[src/rtl/rx_frame_pkg.sv]
package rx_frame_pkg;

    localparam int CG_W  = 5;
    localparam int NIB_W = 4;

    localparam logic [CG_W-1:0] CG_J    = 5'b11000;
    localparam logic [CG_W-1:0] CG_K    = 5'b10001;
    localparam logic [CG_W-1:0] CG_T    = 5'b01101;
    localparam logic [CG_W-1:0] CG_R    = 5'b00111;
    localparam logic [CG_W-1:0] CG_IDLE = 5'b11111;

    localparam logic [NIB_W-1:0] NIB_PRE = 4'h5;
    localparam logic [NIB_W-1:0] NIB_BAD = 4'hE;

    typedef enum logic [1:0] {
        ST_IDLE = 2'd0,
        ST_SSD2 = 2'd1,
        ST_DATA = 2'd2
    } rx_state_t;

    typedef struct packed {
        logic             dv;
        logic             er;
        logic             crs;
        logic [NIB_W-1:0] nib;
    } rx_slot_t;

    typedef struct packed {
        logic             valid;
        logic [NIB_W-1:0] nib;
    } dec_t;

    function automatic dec_t decode_cg(input logic [CG_W-1:0] cg);
        dec_t d;
        d.valid = 1'b1;
        case (cg)
            5'b11110: d.nib = 4'h0;
            5'b01001: d.nib = 4'h1;
            5'b10100: d.nib = 4'h2;
            5'b10101: d.nib = 4'h3;
            5'b01010: d.nib = 4'h4;
            5'b01011: d.nib = 4'h5;
            5'b01110: d.nib = 4'h6;
            5'b01111: d.nib = 4'h7;
            5'b10010: d.nib = 4'h8;
            5'b10011: d.nib = 4'h9;
            5'b10110: d.nib = 4'hA;
            5'b10111: d.nib = 4'hB;
            5'b11010: d.nib = 4'hC;
            5'b11011: d.nib = 4'hD;
            5'b11100: d.nib = 4'hE;
            5'b11101: d.nib = 4'hF;
            default: begin
                d.valid = 1'b0;
                d.nib   = NIB_BAD;
            end
        endcase
        return d;
    endfunction

endpackage

[src/rtl/rx_cg_window.sv]
module rx_cg_window
    import rx_frame_pkg::*;
(
    input  logic            clk,
    input  logic            rst,
    input  logic [CG_W-1:0] code_in,
    output logic [CG_W-1:0] cg_cur,
    output logic            pair_jk,
    output logic            pair_tr,
    output logic            idle_next
);
    logic [CG_W-1:0] cg_q;

    always_ff @(posedge clk) begin
        if (rst) cg_q <= CG_IDLE;
        else     cg_q <= code_in;
    end

    assign cg_cur    = cg_q;
    assign pair_jk   = (cg_q == CG_J) && (code_in == CG_K);
    assign pair_tr   = (cg_q == CG_T) && (code_in == CG_R);
    assign idle_next = (code_in == CG_IDLE);

    a_r4_pairs_exclusive: assert property (@(posedge clk) disable iff (rst)
        !(pair_jk && pair_tr));
endmodule

[src/rtl/rx_cg_decode.sv]
module rx_cg_decode
    import rx_frame_pkg::*;
(
    input  logic [CG_W-1:0]  cg,
    output logic             is_data,
    output logic [NIB_W-1:0] nib
);
    dec_t d;

    always_comb begin
        d       = decode_cg(cg);
        is_data = d.valid;
        nib     = d.nib;
    end

    always_comb begin
        if (!is_data) a_r6_bad_nibble: assert (nib == NIB_BAD);
    end
endmodule

[src/rtl/rx_frame_fsm.sv]
module rx_frame_fsm
    import rx_frame_pkg::*;
(
    input  logic             clk,
    input  logic             rst,
    input  logic             pair_jk,
    input  logic             pair_tr,
    input  logic             idle_next,
    input  logic             is_data,
    input  logic [NIB_W-1:0] dec_nib,
    output rx_slot_t         slot
);
    rx_state_t st, st_nxt;
    rx_slot_t  slot_nxt, slot_q;

    always_comb begin
        st_nxt   = st;
        slot_nxt = '0;
        case (st)
            ST_IDLE: begin
                if (pair_jk) begin
                    slot_nxt.dv  = 1'b1;
                    slot_nxt.crs = 1'b1;
                    slot_nxt.nib = NIB_PRE;
                    st_nxt       = ST_SSD2;
                end
            end
            ST_SSD2: begin
                slot_nxt.dv  = 1'b1;
                slot_nxt.crs = 1'b1;
                slot_nxt.nib = NIB_PRE;
                if (idle_next) begin
                    slot_nxt.er = 1'b1;
                    st_nxt      = ST_IDLE;
                end else begin
                    st_nxt = ST_DATA;
                end
            end
            ST_DATA: begin
                if (pair_tr) begin
                    st_nxt = ST_IDLE;
                end else begin
                    slot_nxt.dv  = 1'b1;
                    slot_nxt.crs = 1'b1;
                    slot_nxt.nib = is_data ? dec_nib : NIB_BAD;
                    slot_nxt.er  = !is_data;
                    if (idle_next) begin
                        slot_nxt.er = 1'b1;
                        st_nxt      = ST_IDLE;
                    end
                end
            end
            default: st_nxt = ST_IDLE;
        endcase
    end

    always_ff @(posedge clk) begin
        if (rst) begin
            st     <= ST_IDLE;
            slot_q <= '0;
        end else begin
            st     <= st_nxt;
            slot_q <= slot_nxt;
        end
    end

    assign slot = slot_q;

    a_r9_quiet_without_dv: assert property (@(posedge clk) disable iff (rst)
        !slot_q.dv |-> (slot_q.nib == '0) && !slot_q.er);
    a_r2_start_preamble: assert property (@(posedge clk) disable iff (rst)
        $rose(slot_q.dv) |-> slot_q.nib == NIB_PRE && slot_q.crs);
    a_r2_second_preamble: assert property (@(posedge clk) disable iff (rst)
        $rose(slot_q.dv) |=> slot_q.dv && slot_q.nib == NIB_PRE);
    a_r6_error_in_frame: assert property (@(posedge clk) disable iff (rst)
        slot_q.er |-> slot_q.dv);
    a_r4_carrier_tracks_dv: assert property (@(posedge clk) disable iff (rst)
        slot_q.crs == slot_q.dv);
endmodule

[src/rtl/rx_frame_det.sv]
module rx_frame_det
    import rx_frame_pkg::*;
(
    input  logic             clk,
    input  logic             rst,
    input  logic [CG_W-1:0]  code_in,
    input  logic             half_duplex,
    input  logic             tx_active,
    output logic             rx_dv,
    output logic [NIB_W-1:0] rxd,
    output logic             rx_er,
    output logic             crs,
    output logic             col
);
    logic [CG_W-1:0]  cg_cur;
    logic             pair_jk, pair_tr, idle_next, is_data;
    logic [NIB_W-1:0] dec_nib;
    rx_slot_t         slot;

    rx_cg_window u_window (
        .clk       (clk),
        .rst       (rst),
        .code_in   (code_in),
        .cg_cur    (cg_cur),
        .pair_jk   (pair_jk),
        .pair_tr   (pair_tr),
        .idle_next (idle_next)
    );

    rx_cg_decode u_decode (
        .cg      (cg_cur),
        .is_data (is_data),
        .nib     (dec_nib)
    );

    rx_frame_fsm u_fsm (
        .clk       (clk),
        .rst       (rst),
        .pair_jk   (pair_jk),
        .pair_tr   (pair_tr),
        .idle_next (idle_next),
        .is_data   (is_data),
        .dec_nib   (dec_nib),
        .slot      (slot)
    );

    assign rx_dv = slot.dv;
    assign rxd   = slot.nib;
    assign rx_er = slot.er;
    assign crs   = slot.crs;
    assign col   = half_duplex && tx_active && slot.crs;

    a_r1_reset_clears: assert property (@(posedge clk)
        $past(rst) |-> !rx_dv && !crs && !rx_er);
endmodule

[config.mk]
export PLATFORM = sky130hd
export DESIGN_NAME = rx_frame_det
export DESIGN_NICKNAME = d
export VERILOG_FILES = /design/src/rtl/rx_frame_pkg.sv /design/src/rtl/rx_cg_window.sv /design/src/rtl/rx_cg_decode.sv /design/src/rtl/rx_frame_fsm.sv /design/src/rtl/rx_frame_det.sv
export SDC_FILE = /design/constraint.sdc
export NUM_CORES = 1
export LEC_CHECK = 0
export ABC_AREA = 1
export CORE_UTILIZATION = 44
export DETAILED_ROUTE_END_ITERATION = 6
export PLACE_DENSITY = 0.75
export SLEW_MARGIN = 40
export SYNTH_ARGS = -nofsm -noshare
export SYNTH_HDL_FRONTEND = slang
export SYNTH_SLANG_ARGS = --single-unit
[constraint.sdc]
create_clock -name clk -period 1.1 [get_ports clk]
set_input_delay 0.11 -clock clk [delete_from_list [all_inputs] [get_ports clk]]
set_output_delay 0.11 -clock clk [all_outputs]
set_load 0.01 [all_outputs]
==> summary.md <==
| Metric | Value |
|---|---|
| Initial Util | 0.4681 |
| Crit-path max FO | 8 |
| Commonest non-fill, non-tap cell in the layout | nand2_1 |
| Setup slack after layout | -120.1 ps |
| First-pass GRT wire length | 3.553 mm |
| Vias/cell | 4.916 |
| Gr usage total | 0.2466 |
| Inserted Diodes | 0 |
| CP Cell Sequence | nand2_4 > nor2_4 > nand2_2 > nand3_2 > nor2_1 > nand2_2 > nand2_1 > nand2_1 > nand2_1 |
| Final Non-Filler Cells | 190 |
| Number of buffers created by CTS | 3 |
| Skew-Pair Late Insertion Delay | 270 ps |
| Synth top area share | 0.3255 |
| Io pins | 17 |
| Pwr/cell area | 854.3 nW/um^2 |
| Die X | 44.63 um |
| Hold Vio Cnt, Final | 0 |
| Setup_tns | -419.1 ps |
| Routed WL | 2.252 mm |
| Cell mode on critical path | nand2_1 |
| Critical Path AT | 1380 ps |
| Area leader, netlist | dfxtp_1 |
| Placed cell count | 181 |
| TritonCTS clock tree | done |
| Sequential share of the synthesized area | 0.3255 |
| Root Driver | clkbuf_4 |
| Initial antenna violation count | 0 |
| First-pass DRT Iterations | 4 |
| Clock tree buffer depth | 2 |
| Slew Limit Headroom | 0.8691 |
| Final HPWL DP | 1.563 mm |
| Share of layout cells above drive strength 1 | 0.4545 |
| # nets final | 179 |
| Slowest stage delay, CP | 430 ps |
| Rows | 15 |
| Finished Core Util | 0.7729 |
| CP Class | reg2reg |
| Largest net degree at the start of global routing | 9 |
| Pleak | 0.7059 nW |
| Routability cong. | 0.9083 |
| Core box area | 1708 sq um |
| VDD IR-drop max | 0.5859 mV |
| Slew Viols, Final | 0 |
| Setup violators final | 8 |
| Vias in the first global route | 860 |
| Slowest cell on crit path | dfxtp_4 |
| Worst path required time | 1260 ps |
| Crit. End Element | flop |
| Clk_skew | 2.699 ps |
| Distinct cell type count after synthesis | 17 |
| Violated checks | setup timing |
| GRT overflow | 0 |
| 1st-iter DRT viols | 16 |
| Most frequent cells in the layout | nand2_1, buf_4, inv_1 |
| Vias | 934 |
| Fillers | 124 |
| Die footprint | 1991 sq um |
| Synth Net Count | 141 |
| Worst Tran Pin Value | 194.9 ps |
| Max-cap check violation count | 0 |
| R2r setup slk | -120 ps |
| Flops & latches, synth | 13 |
| # H-tree levels | 1 |
| Post-synth EDFFs | 0 |
| Post-synthesis area per instance | 6.246 sq um |
| RSZ-0062 raised after global routing | true |
| Post-Syn Area | 799.5 sq um |
| Hold_buf cts | 0 |
| Hold Path Class | in2reg |
| Fin crit period | 1220 ps |
| Post-synthesis cell count | 128 |
| Clock sinks | 13 |
| Synth area leaders | dfxtp_1, nand2_1, nor2_1 |
| Startpoint Class | flop |
| Port Buf Inserts | 16 |
| Status | complete, but fails checks |
| Synth async-reset ratio | 0 |
| DRC errors left | 0 |
| Die Y | 44.63 um |
| Post-DRT Antenna Nets | 0 |
| Ys flop type | dfxtp_1 |
| Layout area overhead | 65.10% |
| Final period util | 1.109 |
| Synth warn | 0 |
| Avg WL per Cell | 11.85 um |
| Fmax | 819.6 MHz |
| Clock slew at reported path FFs | 80 ps |
state kept, by name (all words and copies together) (netlist names):
signal / count
u_fsm.slot: 6
u_window.cg_cur: 5
u_fsm.st: 2
logic make-up (layout without fill, tap and decap cells):
family / Yosys count / count (layout) / share of synthesized area
buffers and inverters: 20 / 57 / 0.1080
AND/OR/NAND/NOR: 83 / 83 / 0.4538
flip-flops: 13 / 13 / 0.3255
adder cells (fa/ha/maj): 4 / 4 / 0.06260
AO/OA/AOI/OAI: 8 / 8 / 0.05008
Yosys cell counts (2+ instances only):
library cell,number
nor2_2,2
nand3_1,13
and3_1,2
ha_1,4
nor3_1,2
nor2_1,19
a21oi_1,6
nand4_1,4
nand2_1,36
dfxtp_1,13
o21ai_0,2
inv_1,17
nand2_2,4
routing by layer:
metal  routed length [um]  GRT usage
met3                   38    0.02857
met4                   20     0.1152
met5                    0          0
met1                  974     0.2854
met2                 1218     0.4471
metrics by stage:
step / instance area [sq um] / hold WS [ps] / setup slack (ps) / power (mW)
global placement: 1082 / 474.8 / -223.2 / 0.7667
floorplan: 804.5 / 171.7 / -10.27 / 0.6584
finish: 1320 / 421.5 / -120.1 / 1.128
detailed placement: 1082 / 480.4 / -246.1 / 0.7741
global route: 1320 / 423.6 / -208.1 / 1.192
CTS: 1292 / 416.4 / -76.68 / 1.112
worst max-delay path: cells and delay by family, from the launching register on:
| kind | cells | cell delay, ps |
|---|---|---|
| and+or+nand+nor | 9 | 690 |
| DFF | 1 | 430 |
path summary, 6_finish.rpt:
| check | depth (start not counted) | to | from |
|---|---|---|---|
| setup reg to reg | 9 | u_fsm.slot[2] | u_window.cg_cur[1] |
| hold / removal | 3 | u_window.cg_cur[1] | code_in[1] |
| setup / recovery | 9 | u_fsm.slot[2] | u_window.cg_cur[1] |
| hold reg to reg | 2 | u_fsm.st[0] | u_fsm.st[0] |
what timing repair did:
action / CTS / global route
gates resized for setup: 60 / 13
pin swaps: 19 / 3
buffers inserted: 5 / 0
endpoints found under the setup margin: 16 / 11
layout make-up:
cell class / instances / area (sq um) / share of cell area
multi-input cells: 95 / 594.3 / 0.4502
repair buffers: 35 / 310.3 / 0.2351
flip-flops and latches: 13 / 282.8 / 0.2142
inverters: 18 / 75.07 / 0.05687
well taps: 25 / 31.28 / 0.02370
clock buffers: 4 / 26.28 / 0.01991
report_power, final:
part           internal (mW)  switching [mW]
clock network          0.140           0.148
registers              0.487          0.0304
logic                  0.157           0.165
total                  0.784           0.344
Power figures use the tool's default switching activity.
